### src/rtl/gpio_port_pkg.sv
package gpio_port_pkg;
    localparam int PORT_W = 8;

    typedef struct packed {
        logic [PORT_W-1:0] latch;
        logic [PORT_W-1:0] dir;
    } port_regs_t;

    typedef enum logic [1:0] {
        USE_GPIO  = 2'd0,
        USE_INPUT = 2'd1,
        USE_DRIVE = 2'd2,
        USE_FLOAT = 2'd3
    } pin_use_e;
endpackage

### src/rtl/gpio_regs.sv
module gpio_regs
    import gpio_port_pkg::*;
#(
    parameter int ADDR_W     = 8,
    parameter int DATA_OFFS  = 8,
    parameter int DIR_OFFS   = 9
) (
    input  logic              clk,
    input  logic              rst_n,
    input  logic              sel,
    input  logic              wr,
    input  logic [ADDR_W-1:0] addr,
    input  logic [PORT_W-1:0] wdata,
    input  logic [PORT_W-1:0] rd_level,
    output logic [PORT_W-1:0] rdata,
    output logic [PORT_W-1:0] latch_q,
    output logic [PORT_W-1:0] dir_q
);
    localparam logic [ADDR_W-1:0] A_DATA = ADDR_W'(DATA_OFFS);
    localparam logic [ADDR_W-1:0] A_DIR  = ADDR_W'(DIR_OFFS);

    port_regs_t regs_d, regs_q;

    always_comb begin
        regs_d = regs_q;
        if (sel && wr && addr == A_DATA) regs_d.latch = wdata;
        if (sel && wr && addr == A_DIR)  regs_d.dir   = wdata;
    end

    always_ff @(posedge clk or negedge rst_n) begin
        if (!rst_n) regs_q <= '0;
        else        regs_q <= regs_d;
    end

    always_comb begin
        if (addr == A_DATA)     rdata = rd_level;
        else if (addr == A_DIR) rdata = regs_q.dir;
        else                    rdata = '0;
    end

    assign latch_q = regs_q.latch;
    assign dir_q   = regs_q.dir;

    p_dir_write_r2: assert property (@(posedge clk) disable iff (!rst_n)
        (sel && wr && addr == A_DIR) |=> dir_q == $past(wdata));
    p_latch_write_r3: assert property (@(posedge clk) disable iff (!rst_n)
        (sel && wr && addr == A_DATA) |=> latch_q == $past(wdata));
    p_no_stray_write_r2: assert property (@(posedge clk) disable iff (!rst_n)
        !(sel && wr && (addr == A_DATA || addr == A_DIR)) |=> $stable(dir_q) && $stable(latch_q));
endmodule

### src/rtl/gpio_sync.sv
module gpio_sync #(
    parameter int WIDTH  = 8,
    parameter int STAGES = 2
) (
    input  logic             clk,
    input  logic             rst_n,
    input  logic [WIDTH-1:0] async_in,
    output logic [WIDTH-1:0] sync_out
);
    logic [WIDTH-1:0] stage_d [STAGES];
    logic [WIDTH-1:0] stage_q [STAGES];

    always_comb begin
        stage_d[0] = async_in;
        for (int s = 1; s < STAGES; s++) stage_d[s] = stage_q[s-1];
    end

    always_ff @(posedge clk or negedge rst_n) begin
        if (!rst_n) begin
            for (int s = 0; s < STAGES; s++) stage_q[s] <= '0;
        end else begin
            for (int s = 0; s < STAGES; s++) stage_q[s] <= stage_d[s];
        end
    end

    assign sync_out = stage_q[STAGES-1];

    generate
        if (STAGES == 2) begin : g_chk
            logic [1:0] age_d, age_q;
            always_comb age_d = (age_q == 2'd2) ? age_q : age_q + 2'd1;
            always_ff @(posedge clk or negedge rst_n) begin
                if (!rst_n) age_q <= '0;
                else        age_q <= age_d;
            end
            p_latency_r5: assert property (@(posedge clk) disable iff (!rst_n)
                (age_q == 2'd2) |-> sync_out == $past(async_in, 2));
        end
    endgenerate
endmodule

### src/rtl/gpio_pin_mux.sv
module gpio_pin_mux
    import gpio_port_pkg::*;
(
    input  logic              clk,
    input  logic              rst_n,
    input  logic [PORT_W-1:0] latch,
    input  logic [PORT_W-1:0] dir,
    input  logic [PORT_W-1:0] pin_s,
    input  logic              mode_expanded,
    input  logic              spi_en,
    input  logic              spi_master,
    input  logic              sci_en,
    input  logic [PORT_W-1:0] periph_val,
    output logic [PORT_W-1:0] oe,
    output logic [PORT_W-1:0] drv,
    output logic              ss_n,
    output logic              rxd
);
    pin_use_e use_sel [PORT_W];
    logic     ss_active;

    assign ss_active = ~pin_s[5];

    always_comb begin
        use_sel[0] = sci_en ? USE_INPUT : USE_GPIO;
        use_sel[1] = sci_en ? USE_DRIVE : USE_GPIO;
        if (!spi_en)         use_sel[2] = USE_GPIO;
        else if (spi_master) use_sel[2] = USE_INPUT;
        else                 use_sel[2] = (dir[2] && ss_active) ? USE_DRIVE : USE_FLOAT;
        for (int b = 3; b <= 4; b++) begin
            if (!spi_en)         use_sel[b] = USE_GPIO;
            else if (spi_master) use_sel[b] = dir[b] ? USE_DRIVE : USE_FLOAT;
            else                 use_sel[b] = USE_INPUT;
        end
        if (!spi_en)          use_sel[5] = USE_GPIO;
        else if (!spi_master) use_sel[5] = USE_INPUT;
        else                  use_sel[5] = dir[5] ? USE_GPIO : USE_INPUT;
        use_sel[6] = mode_expanded ? USE_DRIVE : USE_GPIO;
        use_sel[7] = mode_expanded ? USE_DRIVE : USE_GPIO;
    end

    genvar i;
    generate
        for (i = 0; i < PORT_W; i++) begin : g_pin
            always_comb begin
                unique case (use_sel[i])
                    USE_GPIO: begin
                        oe[i]  = dir[i];
                        drv[i] = dir[i] & latch[i];
                    end
                    USE_DRIVE: begin
                        oe[i]  = 1'b1;
                        drv[i] = periph_val[i];
                    end
                    default: begin
                        oe[i]  = 1'b0;
                        drv[i] = 1'b0;
                    end
                endcase
            end
        end
    endgenerate

    assign ss_n = (spi_en && use_sel[5] == USE_INPUT) ? pin_s[5] : 1'b1;
    assign rxd  = sci_en ? pin_s[0] : 1'b1;

    p_bus_strobes_r6: assert property (@(posedge clk) disable iff (!rst_n)
        mode_expanded |-> oe[7:6] == 2'b11);
    p_master_miso_in_r7: assert property (@(posedge clk) disable iff (!rst_n)
        (spi_en && spi_master) |-> !oe[2]);
    p_slave_inputs_r8: assert property (@(posedge clk) disable iff (!rst_n)
        (spi_en && !spi_master) |-> oe[5:3] == 3'b000);
    p_slave_unselected_r8: assert property (@(posedge clk) disable iff (!rst_n)
        (spi_en && !spi_master && pin_s[5]) |-> !oe[2]);
    p_rx_input_r10: assert property (@(posedge clk) disable iff (!rst_n)
        sci_en |-> !oe[0] && oe[1]);
    p_quiet_drive_r3: assert property (@(posedge clk) disable iff (!rst_n)
        (drv & ~oe) == '0);
endmodule

### src/rtl/gpio_mux_port.sv
module gpio_mux_port
    import gpio_port_pkg::*;
#(
    parameter int ADDR_W      = 8,
    parameter int DATA_OFFS   = 8,
    parameter int DIR_OFFS    = 9,
    parameter int SYNC_STAGES = 2
) (
    input  logic              clk,
    input  logic              rst_n,
    input  logic              bus_sel,
    input  logic              bus_wr,
    input  logic [ADDR_W-1:0] bus_addr,
    input  logic [7:0]        bus_wdata,
    output logic [7:0]        bus_rdata,
    input  logic              mode_expanded,
    input  logic              spi_en,
    input  logic              spi_master,
    input  logic              sci_en,
    input  logic              sci_txd,
    input  logic              spi_mosi_o,
    input  logic              spi_miso_o,
    input  logic              spi_sck_o,
    input  logic              bus_rw,
    input  logic              bus_as,
    input  logic [7:0]        pin_in,
    output logic [7:0]        pin_out,
    output logic [7:0]        pin_oe,
    output logic              sci_rxd,
    output logic              spi_miso_i,
    output logic              spi_mosi_i,
    output logic              spi_sck_i,
    output logic              spi_ss_n
);
    logic [PORT_W-1:0] latch_q, dir_q, pin_s, rd_level, periph_val;

    assign periph_val = {bus_rw, bus_as, 1'b0, spi_sck_o, spi_mosi_o, spi_miso_o, sci_txd, 1'b0};

    gpio_sync #(.WIDTH(PORT_W), .STAGES(SYNC_STAGES)) u_sync (
        .clk(clk), .rst_n(rst_n), .async_in(pin_in), .sync_out(pin_s)
    );

    gpio_regs #(.ADDR_W(ADDR_W), .DATA_OFFS(DATA_OFFS), .DIR_OFFS(DIR_OFFS)) u_regs (
        .clk(clk), .rst_n(rst_n), .sel(bus_sel), .wr(bus_wr), .addr(bus_addr),
        .wdata(bus_wdata), .rd_level(rd_level), .rdata(bus_rdata),
        .latch_q(latch_q), .dir_q(dir_q)
    );

    gpio_pin_mux u_mux (
        .clk(clk), .rst_n(rst_n), .latch(latch_q), .dir(dir_q), .pin_s(pin_s),
        .mode_expanded(mode_expanded), .spi_en(spi_en), .spi_master(spi_master),
        .sci_en(sci_en), .periph_val(periph_val), .oe(pin_oe), .drv(pin_out),
        .ss_n(spi_ss_n), .rxd(sci_rxd)
    );

    genvar i;
    generate
        for (i = 0; i < PORT_W; i++) begin : g_rd
            assign rd_level[i] = pin_oe[i] ? pin_out[i] : pin_s[i];
        end
    endgenerate

    assign spi_miso_i = pin_s[2];
    assign spi_mosi_i = pin_s[3];
    assign spi_sck_i  = pin_s[4];

    p_spi_in_forward_r11: assert property (@(posedge clk) disable iff (!rst_n)
        {spi_sck_i, spi_mosi_i, spi_miso_i} == $past(pin_in[4:2], 2) || $past(!rst_n, 2));
endmodule

### config.mk
export PLATFORM = sky130hd
export DESIGN_NAME = gpio_mux_port
export DESIGN_NICKNAME = d
export VERILOG_FILES = /design/src/rtl/gpio_port_pkg.sv /design/src/rtl/gpio_regs.sv /design/src/rtl/gpio_sync.sv /design/src/rtl/gpio_pin_mux.sv /design/src/rtl/gpio_mux_port.sv
export SDC_FILE = /design/constraint.sdc
export NUM_CORES = 1
export LEC_CHECK = 0
export ABC_CLOCK_PERIOD_IN_PS = 1600
export BUFFER_PORTS_ARGS = -buffer_cell sky130_fd_sc_hd__clkbuf_2
export CAP_MARGIN = 20
export CELL_PAD_IN_SITES_DETAIL_PLACEMENT = 2
export CELL_PAD_IN_SITES_GLOBAL_PLACEMENT = 2
export CORE_MARGIN = 2
export CORE_UTILIZATION = 30
export DETAILED_ROUTE_END_ITERATION = 12
export PLACE_DENSITY_LB_ADDON = 0.1
export SYNTH_ARGS = -nofsm -noshare
export SYNTH_HDL_FRONTEND = slang
export SYNTH_SLANG_ARGS = --single-unit
### constraint.sdc
create_clock -name clk -period 1.6 [get_ports clk]
set_input_delay 0.08 -clock clk [delete_from_list [all_inputs] [get_ports clk]]
set_output_delay 0.08 -clock clk [all_outputs]
set_load 0.005 [all_outputs]
==> run summary, run 1 <==
Outcome
• outcome: finished, final reports clean

Floorplan
• core region area: 4820 um2
• die outline height: 75.4 um
• number of standard-cell rows in the floorplan: 25
• full die area: 5680 um2
• IO Pins: 67
• die extent in x: 75.4 um
• Starting Density: 31.7%

STA
• clock period minus worst slack: 1.54 ns
• unrepaired setup endpoints after global routing: yes
• final worst-path cycle share: 96.2%
• Slew Limit Headroom: 48.0%
• hold violation count in the final report: 0
• Max Transition Viols Final: 0
• final setup violating endpoints: 0
• final clock skew: 0.00128 ns
• worst hold slack: 0.0488 ns
• maximum clock frequency: 0.650 GHz
• slew at the pin closest to its max-slew limit: 0.780 ns

Detailed routing
• via total after detailed routing: 1360
• post-detailed-route count of antenna-violating nets: 0
• length of the first detailed-routing pass in iterations: 4
• count of routing violations after the opening detailed-route iteration: 15
• detailed-route wire length: 4500 um
• number of remaining DRC errors: 0
• average wire per standard cell: 15.8 um
• vias per cell: 4.79

Setup path
• Crit path required time: 1.52 ns
• sort of element at the end of the critical path: output port
• worst stage delay on the critical path: 0.38 ns
• Worst R2R Setup Slack: 0.71 ns
• endpoint arrival time on the critical path: 1.46 ns
• ordered list of cells on the worst path: nor4b_1 > o211a_1 > a2111oi_4 > clkbuf_2
• type of the worst setup path: reg2out
• top fanout value on the critical path: 3
• R2R depth: 2
• standard cell with the maximum stage delay on the critical path: dfrtp_1
• type of element launching the critical path: flip-flop
• startpoint of the worst-slack reg-to-reg timing path: u_regs.latch_q[0]$_DFFE_PN0P_
• end of the worst register-to-register path: u_regs.latch_q[0]$_DFFE_PN0P_

Global route
• overall track demand over capacity in global routing: 16.9%
• maximum number of pins on one net before global-route repair: 33
• number of antenna violations at the first check in global routing: 0
• global-route wire length before repair: 7000 um
• number of global-route vias before repair: 1431
• total gr overflow: 0

Synthesis
• share of the synthesized area in the top cell type: 52.4%
• post-synth net total: 172
• fraction of synthesis flops using an asynchronous set or reset pin: 100%
• post-synthesis cell type with the largest combined area: dfrtp_1
• count of different cell masters after synthesis: 38
• post-synthesis cell area: 1530 um2
• number of enable-type register cells in the synthesized netlist: 0
• Warnings, synthesis: 0
• share of the yosys chip area belonging to registers: 52.4%
• Synth Instances: 134
• cell types occupying the most area after synthesis: dfrtp_1, mux2_2, nand2b_1
• average size of a mapped cell: 11.4 um2
• Main synth FF type: dfrtp_1
• synthesized flop and latch total: 32

Place
• detailed placement HPWL: 3450 um
• gpl congestion: 0.841
• quantity of I/O buffers inserted on ports: 66

Clock network
• TritonCTS buffer count: 5
• deepest clock path buffer count: 2
• Clock Pin Slew Worst Setup and Hold Paths: 0.06 ns
• TritonCTS clock tree: yes
• CTS Root Cell: clkbuf_8
• clk sink count: 32
• Clk Latency, worst-skew pair: 0.27 ns
• level count of the clock H-tree: 2

Finish
• number of nets at the end of the flow: 255
• Reg area: 802 um2
• post-synthesis to final-layout area growth: 43.2%
• share of post-route cells with drive strength above 1: 51.6%
• Layout fillers: 543
• footprint of the multi-input gates: 729 um2
• antenna fix cells: 0

Power
• relative contribution of sequential cells to total power: 52.4%
• P_leak: 1.06 nW
• Net Sw Power: 0.403 mW
• Final Total Pwr: 1.64 mW
• share of power burned in the clock network: 35.0%
• internal power component: 1.24 mW
• switching part of the total power: 24.6%
• total power density per cell area: 749 nW/um2
• VDD IR-drop max: 0.527 mV
• logic gate share of total power: 12.6%

Hold path
• end of the worst hold path: u_regs.dir_q[6]$_DFFE_PN0P_
• hold path cells: 2
• launch point of the worst hold path: bus_wdata[6]
• Hold/Removal Path Class: in2reg

Flow run
• number of max-cap violations: 0

worst max-delay path, delay by kind of cell, from the launching register on:
kind	cells	cell delay, ns
flip-flops	1	0.38
AND/OR/NAND/NOR	1	0.07
buffers and inverters	1	0.17
AO/OA/AOI/OAI	2	0.56
how the worst max path moves through the flow:
stage          cells after the start                          from                             to  slack [ns]
2_1_floorplan                      4                   bus_addr[5]  u_regs.latch_q[0]$_DFFE_PN0P_        0.37
3_3_place_gp                       5                   bus_addr[5]                   bus_rdata[2]        0.10
3_5_place_dp                       5                   bus_addr[5]                   bus_rdata[2]        0.05
4_1_cts                            4  u_sync.sync_out[5]$_DFF_PN0_                   bus_rdata[2]       0.007
5_1_grt                            4  u_sync.sync_out[5]$_DFF_PN0_                   bus_rdata[2]      -0.005
6_report                           4  u_sync.sync_out[5]$_DFF_PN0_                   bus_rdata[2]        0.06
power by group through the flow:
stage / registers [mW] / logic, mW / clock network, mW
after CTS: 0.859 / 0.204 / 0.606
after floorplan: 0.869 / 0.0752 / 0
after global routing: 0.863 / 0.230 / 0.649
after detailed placement: 0.876 / 0.182 / 0
final: 0.859 / 0.206 / 0.574
after global placement: 0.873 / 0.171 / 0
layout by cell type (no fill, tap or decap), types with 3 or more instances in the layout:
| cell type | netlist | final |
|---|---|---|
| dlygate4sd3_1 | 0 | 9 |
| o21ai_0 | 4 | 3 |
| clkbuf_8 | 0 | 5 |
| clkbuf_2 | 0 | 66 |
| nor2_1 | 3 | 3 |
| a21oi_1 | 6 | 5 |
| inv_1 | 3 | 3 |
| a211oi_1 | 4 | 4 |
| or2_2 | 5 | 5 |
| dfrtp_1 | 32 | 31 |
| mux2_2 | 16 | 16 |
| buf_4 | 1 | 5 |
| nand2b_1 | 6 | 6 |
| and2_1 | 5 | 5 |
| nand2_1 | 9 | 9 |
sequential cells by signal, summed over array words and instances (netlist names):
| signal | flops |
|---|---|
| u_sync.sync_out | 8 |
| u_regs.dir_q | 8 |
| u_regs.latch_q | 8 |
| u_sync.stage_d | 8 |
routing by layer:
layer	vias to the layer above	global-route usage [%]	wire length [um]
met4	0	5.26	39
met2	43	29.5	2260
li1	651	-	-
met1	662	20.5	1960
met5	-	0	0
met3	4	4.50	233
cell families after synthesis:
group	synth area share, %
DFF	52.4
and+or+nand+nor	20.0
AOI/OAI and AO/OA	11.9
buffers and inverters	2.62
muxes	13.1
Yosys cell counts, drive strengths merged, types with 2 or more instances:
cell type / instances
a311oi: 2
nor4b: 3
clkbuf: 2
mux2: 16
or2: 5
nor2b: 2
nand3: 2
o22ai: 2
a211oi: 4
nor2: 3
a21oi: 6
nor3b: 2
nand2b: 6
buf: 3
dfrtp: 32
nand2: 10
or3b: 2
a21boi: 2
and2: 6
a2111oi: 3
nor3: 2
inv: 4
mux2i: 2
o21ai: 4
metrics by stage:
| stage | utilization (%) | setup WS [ns] | instance area (um2) | instances | TNS (ns) |
|---|---|---|---|---|---|
| 6_report | 45.5 | 0.0611 | 2190 | 284 | 0 |
| 3_5_place_dp | 40.7 | 0.0465 | 1960 | 266 | 0 |
| 4_1_cts | 44.5 | 0.00741 | 2150 | 283 | 0 |
| 3_3_place_gp | 40.7 | 0.100 | 1960 | 266 | 0 |
| 2_1_floorplan | - | 0.372 | 1530 | 134 | 0 |
| 5_1_grt | 45.5 | -0.00465 | 2190 | 284 | -0.00465 |
layout make-up:
type | count | share of cell area, %
Tap cell | 67 | 3.83
Sequential cell | 32 | 36.6
Clock buffer | 5 | 3.14
Multi-Input combinational cell | 93 | 33.3
Inverter | 4 | 0.686
Clock inverter | 2 | 0.571
Timing Repair Buffer | 81 | 21.8
what timing repair did:
action,4_1_cts,5_1_grt
setup endpoints to repair,1,5
hold buffers,9,0
endpoints found under the hold margin,40,0
gates resized for setup,2,9
setup buffers,1,1
Power figures use the tool's default switching activity.
==> run 2: changes to the inputs <==
- ABC_CLOCK_PERIOD_IN_PS: 1600 -> 1800
- BUFFER_PORTS_ARGS: -buffer_cell sky130_fd_sc_hd__clkbuf_2 -> -buffer_cell sky130_fd_sc_hd__buf_2
- clock period: 1.6 -> 1.8 ns (I/O delays scaled with it)
==> run summary, run 2 (synthesis gave the netlist of run 1 again) <==
Outcome
• outcome: finished, final reports clean

STA
• slew at the pin closest to its max-slew limit: 0.697 ns
• Max Transition Viols Final: 0
• final clock skew: 0.00394 ns
• worst hold slack: 0.0603 ns
• unrepaired setup endpoints after global routing: no
• final setup violating endpoints: 0
• hold violation count in the final report: 0
• Slew Limit Headroom: 53.5%
• final worst-path cycle share: 91.5%
• crit path setup slack, layout: 0.152 ns
• maximum clock frequency: 0.607 GHz
• total negative setup slack: 0 ns
• clock period minus worst slack: 1.65 ns

Finish
• share of post-route cells with drive strength above 1: 47.6%
• Reg area: 801 um2
• post-synthesis to final-layout area growth: 38.2%
• footprint of the multi-input gates: 689 um2
• count of placed standard cells in the final layout, fillers left out: 279
• number of nets at the end of the flow: 250
• top library cells by usage in the layout, fill and taps aside: buf_2, dfrtp_1, mux2_2, nand2_1, dlygate4sd3_1
• antenna fix cells: 0
• Layout fillers: 533
• most common cell after layout, fill and taps aside: buf_2
• summed area of non-filler cells in the final layout: 2110 um2

Setup path
• ordered list of cells on the worst path: nor4b_1 > o211a_1 > a2111oi_1 > buf_2
• R2R depth: 1
• top fanout value on the critical path: 5
• cell family with most CP delay: compound AO/OA/AOI/OAI gates
• Crit path required time: 1.71 ns
• endpoint arrival time on the critical path: 1.56 ns
• type of the worst setup path: reg2out
• standard cell with the maximum stage delay on the critical path: dfrtp_1
• Worst path depth: 4
• sort of element at the end of the critical path: output port
• Worst R2R Setup Slack: 0.97 ns
• worst stage delay on the critical path: 0.42 ns
• Buf/Inv on CP: 1
• type of element launching the critical path: flip-flop

Flow run
• number of max-cap violations: 0

Clock network
• clk sink count: 32
• TritonCTS clock tree: yes
• number of setup buffers added after CTS: 0
• TritonCTS buffer count: 5
• Clock Pin Slew Worst Setup and Hold Paths: 0.07 ns
• deepest clock path buffer count: 2
• Clk Latency, worst-skew pair: 0.28 ns
• CTS Root Cell: clkbuf_8
• level count of the clock H-tree: 2

Floorplan
• Starting Density: 31.7%
• die extent in x: 75.4 um
• core region area: 4820 um2
• full die area: 5680 um2
• die outline height: 75.4 um
• number of standard-cell rows in the floorplan: 25
• IO Pins: 67

Place
• placed cell area: 1930 um2
• Post-Place Setup Slack: 0.133 ns
• cell count after placement: 263
• quantity of I/O buffers inserted on ports: 66
• gpl congestion: 0.789
• detailed placement HPWL: 3400 um

Detailed routing
• number of remaining DRC errors: 0
• via total after detailed routing: 1346
• average wire per standard cell: 16.1 um
• length of the first detailed-routing pass in iterations: 4
• post-detailed-route count of antenna-violating nets: 0
• vias per cell: 4.82
• count of routing violations after the opening detailed-route iteration: 61
• detailed-route wire length: 4500 um

Global route
• total gr overflow: 0
• global-route wire length before repair: 7110 um
• overall track demand over capacity in global routing: 17.1%
• number of antenna violations at the first check in global routing: 0
• maximum number of pins on one net before global-route repair: 33
• number of global-route vias before repair: 1424

Power
• total power density per cell area: 720 nW/um2
• P_leak: 1.05 nW
• VDD IR-drop max: 0.413 mV

Hold path
• hold path cells: 2
• Hold/Removal Path Class: in2reg

==> run 2: repair_timing <==
item	in CTS	in global routing
endpoints found under the hold margin	40	0
gates resized for setup	1	1
setup endpoints to repair	1	1
hold buffers	9	0
==> run 2: where the power goes <==
group,internal (mW),switching (mW)
Combinational,0.0864,0.0831
Clock,0.340,0.247
Sequential,0.747,0.0186
==> run 2: per-layer routing <==
layer | GRT usage [%] | part of all wire [%] | vias to the layer above | wire, um
met5 | 0 | 0 | - | 0
met4 | 5.26 | 0.78 | 0 | 35
met3 | 3.04 | 4.5 | 4 | 201
met2 | 29.4 | 51 | 42 | 2310
met1 | 22.0 | 43 | 664 | 1950
li1 | - | - | 636 | -
==> run 2: layout make-up <==
cell class              instances  share of cell area (%)
clock buffers                   7                    4.56
inverters                       4                   0.710
multi-input cells              93                    32.6
flip-flops and latches         32                    37.9
well taps                      67                    3.97
repair buffers                 76                    20.2
==> run 2: stage by stage <==
stage / utilization, % / total power, mW
finish: 43.9 / 1.52
detailed placement: 40.0 / 0.937
global route: 43.9 / 1.60
floorplan: - / 0.839
CTS: 43.9 / 1.56
global placement: 40.0 / 0.926
==> run 2: worst paths after layout <==
kind | from | endpoint
max | u_sync.sync_out[5]$_DFF_PN0_ | bus_rdata[2]
max in group asynchronous | rst_n | u_regs.latch_q[6]$_DFFE_PN0P_
min reg2reg | u_sync.stage_d[6]$_DFF_PN0_ | u_sync.sync_out[6]$_DFF_PN0_
min in group asynchronous | rst_n | u_sync.stage_d[1]$_DFF_PN0_
max reg2reg | u_regs.dir_q[5]$_DFFE_PN0P_ | u_regs.dir_q[5]$_DFFE_PN0P_
min | bus_wdata[1] | u_regs.dir_q[1]$_DFFE_PN0P_
